### src/rtl/irq_pkg.sv
package irq_pkg;

  // Fixed source positions (they set both vector number and priority)
  localparam int unsigned SRC_TMR_FAST = 0;
  localparam int unsigned SRC_TMR_SLOW = 1;
  localparam int unsigned SRC_EP_FIRST = 2;

  // Number of timer-derived sources and of the single group sources
  localparam int unsigned TMR_SRC_CNT  = 2;
  localparam int unsigned GRP_SRC_CNT  = 4;

  // Single group events, packed high to low in source order
  typedef struct packed {
    logic ser;
    logic gpio;
    logic anlg;
    logic hub;
  } grp_evt_t;

endpackage

### src/rtl/irq_tap_timer.sv
module irq_tap_timer #(
  parameter int CNT_W    = 16,
  parameter int FAST_TAP = 6,
  parameter int SLOW_TAP = 9,
  localparam int NTAP    = 2
) (
  input  logic             clk,
  input  logic             rst,
  input  logic             tick_i,
  output logic [CNT_W-1:0] cnt_o,
  output logic [NTAP-1:0]  rise_o
);

  logic [CNT_W-1:0] cnt_q;

  always_ff @(posedge clk) begin
    if (rst) begin
      cnt_q <= '0;
    end else if (tick_i) begin
      cnt_q <= cnt_q + 1'b1;
    end
  end

  assign cnt_o = cnt_q;

  // One rising-edge detector per watched counter bit
  for (genvar g = 0; g < NTAP; g++) begin : g_tap
    localparam int POS = (g == 0) ? FAST_TAP : SLOW_TAP;
    logic seen_q;

    always_ff @(posedge clk) begin
      if (rst) begin
        seen_q <= 1'b0;
      end else begin
        seen_q <= cnt_q[POS];
      end
    end

    assign rise_o[g] = cnt_q[POS] & ~seen_q;
  end

endmodule

### src/rtl/irq_pend_bank.sv
module irq_pend_bank #(
  parameter int N = 11
) (
  input  logic         clk,
  input  logic         rst,
  input  logic [N-1:0] set_i,
  input  logic [N-1:0] en_i,
  input  logic [N-1:0] clr_i,
  output logic [N-1:0] pend_o,
  output logic [N-1:0] pend_nxt_o
);

  for (genvar i = 0; i < N; i++) begin : g_flag
    logic flag_q;
    logic flag_d;

    // A fresh enabled event outranks a clear in the same cycle
    assign flag_d = (flag_q & ~clr_i[i]) | (set_i[i] & en_i[i]);

    always_ff @(posedge clk) begin
      if (rst) begin
        flag_q <= 1'b0;
      end else begin
        flag_q <= flag_d;
      end
    end

    assign pend_o[i]     = flag_q;
    assign pend_nxt_o[i] = flag_d;
  end

endmodule

### src/rtl/irq_prio_pick.sv
module irq_prio_pick #(
  parameter int N     = 11,
  parameter int IDX_W = 4
) (
  input  logic [N-1:0]     cand_i,
  output logic             any_o,
  output logic [IDX_W-1:0] idx_o
);

  always_comb begin
    any_o = 1'b0;
    idx_o = '0;
    for (int i = N - 1; i >= 0; i--) begin
      if (cand_i[i]) begin
        any_o = 1'b1;
        idx_o = IDX_W'(i);
      end
    end
  end

endmodule

### src/rtl/irq_vector_ctrl.sv
module irq_vector_ctrl #(
  parameter int NUM_EP   = 5,
  parameter int TMR_W    = 16,
  parameter int FAST_TAP = 6,
  parameter int SLOW_TAP = 9,
  localparam int NUM_SRC = NUM_EP + 6,
  localparam int VEC_W   = $clog2(NUM_SRC)
) (
  input  logic               clk,
  input  logic               rst,
  input  logic               tick_1us,
  input  logic [NUM_EP-1:0]  ep_evt,
  input  logic               hub_evt,
  input  logic               anlg_evt,
  input  logic               gpio_evt,
  input  logic               ser_evt,
  input  logic [NUM_SRC-1:0] src_en,
  input  logic               glb_en,
  input  logic [NUM_SRC-1:0] sw_clr,
  input  logic               irq_ack,
  output logic               irq_req,
  output logic [VEC_W-1:0]   irq_vec,
  output logic [NUM_SRC-1:0] pend_out,
  output logic [TMR_W-1:0]   tmr_val
);

  import irq_pkg::*;

  localparam int GRP_BASE = SRC_EP_FIRST + NUM_EP;

  logic [TMR_SRC_CNT-1:0] tap_rise;
  logic [NUM_SRC-1:0]     evt_all;
  logic [NUM_SRC-1:0]     ack_hot;
  logic [NUM_SRC-1:0]     clr_all;
  logic [NUM_SRC-1:0]     pend_q;
  logic [NUM_SRC-1:0]     pend_nxt;
  logic                   win_any;
  logic [VEC_W-1:0]       win_idx;
  logic                   req_q;
  logic [VEC_W-1:0]       vec_q;
  grp_evt_t               grp;

  irq_tap_timer #(
    .CNT_W    (TMR_W),
    .FAST_TAP (FAST_TAP),
    .SLOW_TAP (SLOW_TAP)
  ) u_timer (
    .clk    (clk),
    .rst    (rst),
    .tick_i (tick_1us),
    .cnt_o  (tmr_val),
    .rise_o (tap_rise)
  );

  assign grp = '{ser: ser_evt, gpio: gpio_evt, anlg: anlg_evt, hub: hub_evt};

  always_comb begin
    evt_all = '0;
    evt_all[SRC_TMR_FAST] = tap_rise[0];
    evt_all[SRC_TMR_SLOW] = tap_rise[1];
    evt_all[SRC_EP_FIRST +: NUM_EP] = ep_evt;
    evt_all[GRP_BASE +: GRP_SRC_CNT] = grp;
  end

  // Acknowledge only counts while a request is shown
  always_comb begin
    ack_hot = '0;
    if (irq_ack && req_q) begin
      ack_hot = {{(NUM_SRC - 1){1'b0}}, 1'b1} << vec_q;
    end
  end

  assign clr_all = sw_clr | ack_hot;

  irq_pend_bank #(
    .N (NUM_SRC)
  ) u_pend (
    .clk        (clk),
    .rst        (rst),
    .set_i      (evt_all),
    .en_i       (src_en),
    .clr_i      (clr_all),
    .pend_o     (pend_q),
    .pend_nxt_o (pend_nxt)
  );

  // Select from next-state flags so outputs line up with pend_out
  irq_prio_pick #(
    .N     (NUM_SRC),
    .IDX_W (VEC_W)
  ) u_pick (
    .cand_i (pend_nxt & src_en),
    .any_o  (win_any),
    .idx_o  (win_idx)
  );

  always_ff @(posedge clk) begin
    if (rst) begin
      req_q <= 1'b0;
      vec_q <= '0;
    end else begin
      req_q <= glb_en & win_any;
      vec_q <= win_idx;
    end
  end

  assign irq_req  = req_q;
  assign irq_vec  = vec_q;
  assign pend_out = pend_q;

endmodule

### config.mk
export PLATFORM = sky130hd
export DESIGN_NAME = irq_vector_ctrl
export DESIGN_NICKNAME = d
export VERILOG_FILES = /design/src/rtl/irq_pkg.sv /design/src/rtl/irq_tap_timer.sv /design/src/rtl/irq_pend_bank.sv /design/src/rtl/irq_prio_pick.sv /design/src/rtl/irq_vector_ctrl.sv
export SDC_FILE = /design/constraint.sdc
export NUM_CORES = 1
export LEC_CHECK = 0
export BUFFER_PORTS_ARGS = -buffer_cell sky130_fd_sc_hd__buf_2
export CORE_MARGIN = 4
export CORE_UTILIZATION = 44
export DETAILED_ROUTE_END_ITERATION = 10
export PLACE_DENSITY = 0.77
export SYNTH_ARGS = -nofsm -noshare
export SYNTH_HDL_FRONTEND = slang
export SYNTH_SLANG_ARGS = --single-unit
### constraint.sdc
create_clock -name clk -period 1.9 [get_ports clk]
set_clock_uncertainty 0.05 [all_clocks]
set_input_delay 0.095 -clock clk [delete_from_list [all_inputs] [get_ports clk]]
set_output_delay 0.095 -clock clk [all_outputs]
set_load 0.005 [all_outputs]
# Word-level counts from Yosys, hierarchy flattened
# Index checks and enable logic that the tools add are counted.
# op_classes
n_addsub	1
n_shift	1
muxes	22
n_bitwise	51
reduce_logical	5
# ops
op	count
bitwise AND 1 bit	25
adder 16 x 1 -> 16 bit (second input constant)	1
NOT 1 bit	13
2-to-1 mux 1 bit	12
2-to-1 mux 3 bit	4
2-to-1 mux 4 bit	3
bitwise AND 11 bit	1
2-to-1 mux 11 bit	1
bitwise OR 1 bit	11
bitwise OR 11 bit	1
left shift 1 x 4 -> 11 bit (first input constant)	1
OR reduction 9 bit	1
OR reduction 5 bit	1
2-to-1 mux 2 bit	2
OR reduction 3 bit	1
OR reduction 2 bit	1
logical AND 1 bit	1
# totals
regBits	34
in_bits	36

# Longest topological paths before layout
# Gate-level depths: netlist of the first run.
# depth
word_depth	19
ltp_mapped	6

# Cells and area by module
# Synthesis of the first run repeated with hierarchy kept, for this count alone.
# hier_totals
cells_unflattened	230
area_unflattened_um2	2003.2
# by_module_without_submodules
module	instances	cells_per_inst	area_each_um2
irq_tap_timer	1	90	807.0
irq_pend_bank	1	78	723.2
irq_vector_ctrl	1	43	360.3
irq_prio_pick	1	19	112.6

# Worst setup path after synthesis of the first run
# Ideal clock, no wire load.
# synth_path
path_type	register -> register
from	register vec_q[1] (netlist: irq_vec[1])
to	register vec_q[0] (netlist: irq_vec[0])
setup_ns	0.119
arrival_time_ns	1.500
t_required_ns	1.731
setup_slack_ns	0.231
stages_incl_launch_ff	7
n_path_buf	1
period_less_slack_ns	1.669
cell_sequence	dfxtp_1 -> buf_4 -> or3_1 -> o221ai_2 -> o311ai_1 -> o211a_1 -> o221a_1
# synth_between
elab_chain_len	16
word_cells_on_any_way	44
cone_classes	shift: 1; mux: 10; bitwise: 32; reduce/logical: 1
# synth_lines
element	line	rtl
start, declared	irq_vector_ctrl.sv:40	logic [VEC_W-1:0] vec_q;
start signal, assigned	irq_vector_ctrl.sv:103	vec_q <= win_idx;
left shift 1 x 4 -> 11 bit *	irq_vector_ctrl.sv:69	ack_hot = {{(NUM_SRC - 1){1'b0}}, 1'b1} << vec_q;
2-to-1 mux 11 bit *	irq_vector_ctrl.sv:68	if (irq_ack && req_q) begin
bitwise OR 11 bit *	irq_vector_ctrl.sv:73	assign clr_all = sw_clr | ack_hot;
NOT 1 bit	irq_pend_bank.sv:18	assign flag_d = (flag_q & ~clr_i[i]) | (set_i[i] & en_i[i]);
bitwise AND 1 bit	irq_pend_bank.sv:18	
bitwise OR 1 bit	irq_pend_bank.sv:18	
bitwise AND 11 bit *	irq_vector_ctrl.sv:92	.cand_i (pend_nxt & src_en),
2-to-1 mux 4 bit (2 in series)	irq_prio_pick.sv:14	if (cand_i[i]) begin
2-to-1 mux 3 bit (4 in series)	irq_prio_pick.sv:14	
2-to-1 mux 2 bit (2 in series)	irq_prio_pick.sv:14	
2-to-1 mux 1 bit	irq_prio_pick.sv:14	
# Every way passes the cells marked *; elsewhere a longest branch is shown, timed or not.
# A chain may end at the register's enable or synchronous reset.

# Final worst setup path of the first run
# layout_path
from	register vec_q[1] (netlist: irq_vec[1])
to	register req_q (netlist: irq_req)
# layout_between
elab_chain_len	19
word_cells_on_any_way	49
cone_classes	shift: 1; mux: 12; bitwise: 36
# layout_lines
element	line	rtl
left shift 1 x 4 -> 11 bit *	irq_vector_ctrl.sv:69	
2-to-1 mux 11 bit *	irq_vector_ctrl.sv:68	
bitwise OR 11 bit *	irq_vector_ctrl.sv:73	
NOT 1 bit	irq_pend_bank.sv:18	
bitwise AND 1 bit	irq_pend_bank.sv:18	
bitwise OR 1 bit	irq_pend_bank.sv:18	
bitwise AND 11 bit *	irq_vector_ctrl.sv:92	
2-to-1 mux 1 bit (10 in series)	irq_prio_pick.sv:14	
2-to-1 mux 1 bit *	irq_prio_pick.sv:14	
bitwise AND 1 bit *	irq_vector_ctrl.sv:102	req_q <= glb_en & win_any;
end signal, assigned	irq_vector_ctrl.sv:102	
end, declared	irq_vector_ctrl.sv:39	logic req_q;
# Marks and branches as above.

==> run_results.csv, run 1 <==
group,metric,value,unit
die,die_w,71.1,um
critical_path,cp_max_fo,11,
yosys,synth_area,0.00175,mm2
yosys,yosysWarnings,0,
drt,routedWlPerCell,12.6,um
critical_path,worst_path_max_delay_cell,"dfxtp_2",
pwr,p_per_area,698,mW/mm2
die,row_count,22,
sta,setup_violations,0,
place,gp_congestion,0.797,
yosys,ys_seq_elements,34,
worst_hold_path,min-delay-path-class,"in2reg",
yosys,synth_cell_type_count,45,
critical_path,crit_arrival,1.90,ns
drt,dr.pass1.iters,4,
die,die_area,0.00505,mm2
pwr,p_sw_frac,0.255,
critical_path,crit_type,"reg2reg",
grt,grt_start_max_net_pins,32,
final_layout,layout_common_cells,"buf_2 (67), dfxtp_1 (33), nor2_1 (22), nand2_1 (19), a21oi_1 (15)",
critical_path,path_cells,"or3b_1 -> o221a_1 -> o21ba_2 -> nor2b_1 -> a41oi_1",
pwr,p_comb_frac,0.126,
sta,max_freq,0.558,GHz
die,coreArea,0.00374,mm2
drt,dr.first_iter.drc_count,79,
sta,worstMarginPinSlew,0.555,ns
place,port_buffers,67,
final_layout,fin_nets,306,
place,place_hpwl,3.09,mm
critical_path,cp.required,2.01,ns
drt,num_vias,1646,
final_layout,layout_commonest_cell,"buf_2",
drt,drc,0,
clock_network,cts_sinks,34,
yosys,synth-edff-count,0,
flow_run,maxCapViolCount,0,
yosys,synthTopCellsByArea,"dfxtp_1 (39%), buf_4 (5.2%), xor2_1 (5.0%)",
grt,grt_pass1_vias,1496,
yosys,netlist_instances,209,
die,pin_count,68,
yosys,synth_top_area_share,0.389,
final_layout,final_util,0.577,
yosys,synthFlopType,"dfxtp_1",
pwr,p_total,1.51,mW
grt,grtUsageTotal,0.157,
sta,finalHoldViolations,0,
clock_network,numCtsBuffers,5,
grt,antenna_found_initial,0,
clock_network,cts_tree,"done",
yosys,avgSynthCellArea,8.37,um2
pwr,clockPowerShare,0.370,
pwr,p_switching,0.384,mW
critical_path,cpPeakStageDelay,0.38,ns
die,die_h,71.1,um
pwr,p_leak,0.958,nW
yosys,async_reset_ff_frac,0,
clock_network,cts.clk_slew.worst_paths,0.07,ns
clock_network,clock_latency,0.29,ns
sta,fin_crit_sh,0.944,
yosys,seq_area_frac_synth,0.389,
pwr,ir_worst_vdd,482,uV
place,dp.cells,310,
final_layout,synthToLayoutAreaGrowth,23.5,%
critical_path,end_kind,"register",
drt,routed_via_density,5.18,
sta,maxSlewHeadroom,0.630,
sta,maxSlewViolCount,0,
final_layout,drive_gt1_frac,0.319,
clock_network,clock_path_buffers,2,
final_layout,insertedDiodeCount,0,
drt,drt_wl_total,3.99,mm
die,initial_core_util,0.467,
run_status,outcome,"completed",
final_layout,final_cells,318,
pwr,p_int,1.12,mW
clock_network,post-cts-setup-buffers,0,
final_layout,n_fill_cell,374,
grt,grt_pass1_wl,6.41,mm
yosys,yosys.area.top_type,"dfxtp_1",
drt,antenna_left,0,
pwr,power_frac_seq,0.503,
critical_path,startpoint_type,"register",
sta,min_period,1.79,ns
clock_network,htreeDepth,2,
clock_network,root_buffer,"clkbuf_8",
grt,overflow,0,
yosys,syn_nets,246,
==> routing by layer <==
metal  wire, um  vias to the layer above  global-route usage
li1           -                      849                   -
met1       1700                      733               0.181
met2       1830                       58               0.257
met3        432                        6              0.0824
met4         37                        0              0.0376
met5          0                        -                   0
==> final timing paths <==
check	start	end	slack [ns]	cells past startpoint
worst max-delay path	irq_vec[1]	irq_req	0.11	5
worst min-delay path	ep_evt[2]	u_pend.g_flag[4].flag_q	0.01	3
worst max register to register	irq_vec[1]	irq_req	0.11	5
worst min register to register	u_timer.cnt_o[9]	u_timer.cnt_o[9]	0.46	2
==> worst max-delay path, delay by kind of cell (launching register included) <==
kind | cells | cell delay, ns
and+or+nand+nor | 2 | 0.57
AOI/OAI and AO/OA | 3 | 0.65
DFF | 1 | 0.38
==> synth_stat cells, drive strengths merged (2+ instances only) <==
| master | n |
|---|---|
| o221ai | 5 |
| nand2 | 19 |
| nand4b | 2 |
| nor2 | 22 |
| nand2b | 5 |
| nand4 | 7 |
| and3 | 2 |
| dfxtp | 34 |
| nor2b | 13 |
| buf | 14 |
| o31ai | 2 |
| nor3 | 4 |
| inv | 5 |
| a21oi | 15 |
| or3b | 4 |
| nand3 | 3 |
| clkbuf | 2 |
| o21ai | 14 |
| or3 | 5 |
| xor2 | 10 |
| xnor2 | 2 |
| o221a | 2 |
==> final cells by class <==
cell class              instances  area [um2]  area share
repair buffers                 69         350       0.162
clock buffers                   6        82.6      0.0382
clock inverters                 2        12.5     0.00579
well taps                      48        60.1      0.0278
flip-flops and latches         34         682       0.316
multi-input cells             154         953       0.441
inverters                       5        18.8     0.00869
==> through the flow <==
step	cell area (um2)	hold WS, ns	TNS [ns]	setup slack [ns]
floorplan	1750	0.178	0	0.231
global placement	2050	0.289	0	0.0843
detailed placement	2050	0.314	0	0.0472
CTS	2150	0.00599	0	0.0368
global route	2160	0.0131	-0.0152	-0.0152
finish	2160	0.0133	0	0.107
==> sequential cells by signal (all words and copies together) (netlist names) <==
signal	flops
u_timer.cnt_o	16
u_timer.g_tap.seen_q	2
u_pend.g_flag.flag_q	11
irq_vec	4
irq_req	1
==> logic make-up (layout without fill, tap and decap cells) <==
group / after synthesis / count (layout) / synth area share
compound gates: 47 / 47 / 0.177
xor+xnor: 12 / 12 / 0.0601
fa+ha+maj: 1 / 1 / 0.00715
buf+inv: 21 / 82 / 0.0715
flops: 34 / 34 / 0.389
mux: 1 / 1 / 0.00572
simple gates: 93 / 93 / 0.289
==> what timing repair did <==
item                                    CTS  global route
endpoints found under the setup margin    0             3
resized for setup                         0             4
hold buffers                              0             0
==> power groups by stage <==
stage                     logic, mW  clock network [mW]  registers [mW]
after global routing          0.212               0.608           0.762
after CTS                     0.190               0.572           0.757
after detailed placement      0.189                   0           0.774
final                         0.190               0.558           0.758
after global placement        0.187                   0           0.772
after floorplan               0.117                   0           0.769
Note: power is estimated with default switching activity, not from simulation.
==> inputs of run 2 (changes only) <==
SETUP_SLACK_MARGIN = 0.15   (was not set)
==> run_results.csv, run 2 (synthesis gave the netlist of run 1 again) <==
group,metric,value,unit
grt,antenna_found_initial,0,
place,place_area,0.00205,mm2
die,initial_core_util,0.467,
final_layout,final_cells,323,
clock_network,htreeDepth,2,
place,gp_congestion,0.797,
die,row_count,22,
place,port_buffers,67,
drt,routedWlPerCell,13.2,um
grt,grt_pass1_wl,6.50,mm
final_layout,layout_commonest_cell,"buf_2",
final_layout,fin_nets,311,
clock_network,cts_tree,"done",
clock_network,cts_sinks,34,
final_layout,layout_common_cells,"buf_2 (67), dfxtp_1 (29), nor2_1 (22), nand2_1 (18), a21oi_1 (15)",
critical_path,worst_path_max_delay_cell,"dfxtp_4",
sta,finalHoldViolations,0,
pwr,p_per_area,673,mW/mm2
clock_network,clock_latency,0.29,ns
grt,grtUsageTotal,0.160,
drt,dr.first_iter.drc_count,68,
die,pin_count,68,
sta,maxSlewViolCount,0,
sta,max_freq,0.569,GHz
final_layout,fin_area,0.00229,mm2
die,die_w,71.1,um
critical_path,cpPeakStageDelay,0.38,ns
drt,routed_via_density,5.24,
clock_network,root_buffer,"clkbuf_8",
sta,setup_violations,0,
sta,worstMarginPinSlew,0.554,ns
final_layout,drive_gt1_frac,0.382,
drt,antenna_left,0,
critical_path,crit_type,"reg2reg",
critical_path,path_cells,"or3b_1 -> o221a_1 -> o21ba_2 -> nor2b_4 -> a41oi_2",
sta,rsz0062_at_grt,"yes",
pwr,ir_worst_vdd,480,uV
drt,drc,0,
final_layout,insertedDiodeCount,0,
die,die_h,71.1,um
final_layout,largest_register_ffs,16,
clock_network,numCtsBuffers,5,
sta,min_period,1.76,ns
drt,num_vias,1693,
critical_path,crit_arrival,1.87,ns
grt,overflow,0,
grt,grt_start_max_net_pins,32,
drt,drt_wl_total,4.27,mm
pwr,p_total,1.54,mW
sta,fin_crit_sh,0.925,
die,coreArea,0.00374,mm2
critical_path,cp.required,2.01,ns
critical_path,startpoint_type,"register",
drt,dr.pass1.iters,4,
clock_network,cts.clk_slew.worst_paths,0.07,ns
place,place_hpwl,3.09,mm
sta,maxSlewHeadroom,0.631,
clock_network,cts_hold_repair.buffers,0,
die,die_area,0.00505,mm2
flow_run,maxCapViolCount,0,
pwr,p_leak,1.01,nW
grt,grt_pass1_vias,1499,
sta,tns,0,ns
clock_network,clock_path_buffers,2,
critical_path,cp_max_fo,11,
run_status,outcome,"completed",
place,dp.cells,310,
worst_hold_path,min-delay-path-class,"in2reg",
final_layout,synthToLayoutAreaGrowth,31.0,%
critical_path,end_kind,"register",
[run 2: layer usage]
layer / GRT usage / wire, um / up-vias
met4: 0.0376 / 37 / 0
met3: 0.0824 / 411 / 5
met2: 0.263 / 2050 / 50
met5: 0 / 0 / -
li1: - / - / 862
met1: 0.184 / 1770 / 776
[run 2: what timing repair did]
action / CTS / global route
resized for setup: 7 / 18
pin swaps: 3 / 9
setup endpoints to repair: 4 / 6
buffers inserted: 0 / 5
[run 2: worst paths after layout]
path / startpoint / endpoint / slack, ns / depth (start not counted)
min: src_en[6] / u_pend.g_flag[6].flag_q / 0.01 / 3
max: irq_vec[1] / irq_req / 0.14 / 5
max reg2reg: irq_vec[1] / irq_req / 0.14 / 5
min reg2reg: u_timer.cnt_o[9] / u_timer.cnt_o[9] / 0.46 / 2
[run 2: cell type report]
type / count / area (um2)
Fill cell: 354 / 1450
Inverter: 5 / 18.8
Multi-Input combinational cell: 154 / 1030
Tap cell: 48 / 60.1
Clock inverter: 2 / 12.5
Clock buffer: 6 / 82.6
Sequential cell: 34 / 692
Timing Repair Buffer: 74 / 392
[run 2: where the power goes]
group          switching, mW  internal (mW)  total, mW  leakage [nW]
Combinational          0.111          0.112      0.223         0.683
Sequential            0.0229          0.736      0.759         0.279
Clock                  0.268          0.291      0.559        0.0472
Total                  0.402           1.14       1.54          1.01
[run 2: worst max-delay path: cells and delay by family (launching register included)]
family,cells,cell delay (ns)
AO/OA/AOI/OAI,3,0.66
flip-flops,1,0.38
AND/OR/NAND/NOR,2,0.54
[run 2: stage by stage]
step,setup slack [ns],util,hold slack (ns)
3_3_place_gp,0.0843,0.548,0.289
4_1_cts,0.146,0.579,0.00599
3_5_place_dp,0.0472,0.548,0.314
5_1_grt,0.0585,0.612,0.0127
2_1_floorplan,0.231,-,0.178
6_report,0.142,0.612,0.0117
==> inputs of run 3 (changes only) <==
clock period = 2.1 ns   (was 1.9 ns; I/O delays follow)
==> run_results.csv, run 3 (synthesis gave the netlist of run 1 again) <==
group,metric,value,unit
run_status,outcome,"completed",
critical_path,cp.required,2.20,ns
clock_network,cts_tree,"done",
die,row_count,22,
die,die_w,71.1,um
drt,wl_met2,2.05,mm
grt,grtUsageTotal,0.174,
final_layout,insertedDiodeCount,0,
clock_network,clock_latency,0.29,ns
critical_path,crit_arrival,1.97,ns
pwr,p_leak,0.955,nW
grt,overflow,0,
place,dp_slack,0.101,ns
final_layout,synthToLayoutAreaGrowth,22.7,%
grt,grt_pass1_vias,1613,
clock_network,cts_sinks,34,
drt,top_layer_used,"met4",
die,die_h,71.1,um
pwr,ir_worst_vdd,350,uV
clock_network,numCtsBuffers,5,
drt,num_vias,1713,
place,gp_congestion,0.883,
grt,grt_start_max_net_pins,32,
sta,finalHoldViolations,0,
flow_run,maxCapViolCount,0,
sta,min_period,1.87,ns
clock_network,clock_path_buffers,2,
critical_path,end_kind,"register",
sta,maxSlewViolCount,0,
drt,wl_met1,1.75,mm
critical_path,crit_start,"irq_vec[3]",
clock_network,cts_hold_repair.buffers,0,
drt,dr.pass1.iters,4,
drt,routedWlPerCell,13.7,um
critical_path,startpoint_type,"register",
die,coreArea,0.00374,mm2
drt,routed_via_density,5.40,
final_layout,fin_nets,305,
drt,wl_met3,468,um
drt,antenna_left,0,
sta,whs,0.0123,ns
sta,setup_violations,0,
final_layout,layout_common_cells,"buf_2 (67), dfxtp_1 (32), nor2_1 (22), nand2_1 (19), a21oi_1 (15)",
final_layout,layout_commonest_cell,"buf_2",
sta,worstMarginPinSlew,0.558,ns
worst_hold_path,min-delay-path-class,"in2reg",
drt,dr.first_iter.drc_count,99,
die,die_area,0.00505,mm2
place,place_area,0.00205,mm2
drt,drc,0,
clock_network,cts.clk_slew.worst_paths,0.07,ns
grt,grt_pass1_wl,7.09,mm
pwr,p_per_area,632,mW/mm2
place,port_buffers,67,
worst_hold_path,hold_path_startpoint,"glb_en",
sta,maxSlewHeadroom,0.628,
sta,max_freq,0.535,GHz
place,place_hpwl,3.16,mm
grt,antenna_found_initial,0,
final_layout,largest_register_ffs,16,
critical_path,cp_max_fo,14,
die,pin_count,68,
sta,fin_crit_sh,0.889,
drt,drt_wl_total,4.35,mm
critical_path,timing.rr.start,"irq_vec[3]",
sta,rsz0062_at_grt,"yes",
final_layout,fin_area,0.00215,mm2
sta,tns,0,ns
sta,setup_slack,0.232,ns
clock_network,post-cts-setup-buffers,0,
critical_path,reg2reg_slack,0.23,ns
clock_network,htreeDepth,2,
die,initial_core_util,0.467,
final_layout,drive_gt1_frac,0.312,
critical_path,crit_type,"reg2reg",
clock_network,root_buffer,"clkbuf_8",
==> run 3: layout make-up <==
| cell class | count | area, um2 |
|---|---|---|
| Fill cell | 383 | 1600 |
| Multi-Input combinational cell | 154 | 947 |
| Sequential cell | 34 | 686 |
| Timing Repair Buffer | 68 | 343 |
| Clock buffer | 7 | 86.3 |
| Tap cell | 48 | 60.1 |
| Inverter | 5 | 18.8 |
| Clock inverter | 1 | 5.00 |
==> run 3: per-layer routing <==
layer | vias to the layer above | global-route usage
li1 | 854 | -
met1 | 778 | 0.195
met2 | 71 | 0.283
met3 | 10 | 0.0767
met4 | 0 | 0.0772
met5 | - | 0
==> run 3: repair_timing <==
action / 4_1_cts / 5_1_grt
gates cloned: 0 / 0
gates resized for setup: 2 / 3
pin swaps: 0 / 0
setup endpoints to repair: 4 / 4
==> run 3: per-stage QoR <==
step | std cells | util | power, mW
floorplan | 209 | - | 0.802
global placement | 309 | 0.546 | 0.863
detailed placement | 309 | 0.546 | 0.869
CTS | 317 | 0.572 | 1.37
global route | 317 | 0.573 | 1.43
finish | 317 | 0.573 | 1.36
==> run 3: worst max-delay path, cell delays in order (launching register included) <==
cell     delay, ns
dfxtp_4       0.43
or3b_1        0.37
o221a_1       0.26
o21ba_2       0.25
nor2b_1       0.22
a41oi_1       0.16
==> run 3: final timing paths <==
check | end | cells after the start
worst min register to register | u_timer.cnt_o[9] | 2
worst max-delay path | irq_req | 5
worst max register to register | irq_req | 5
worst min-delay path | irq_req | 3
==> run 3: power breakdown <==
part	leakage (nW)	switching, mW	internal (mW)
sequential	0.278	0.0248	0.665
clock	0.0482	0.235	0.264
combinational	0.628	0.0848	0.0827
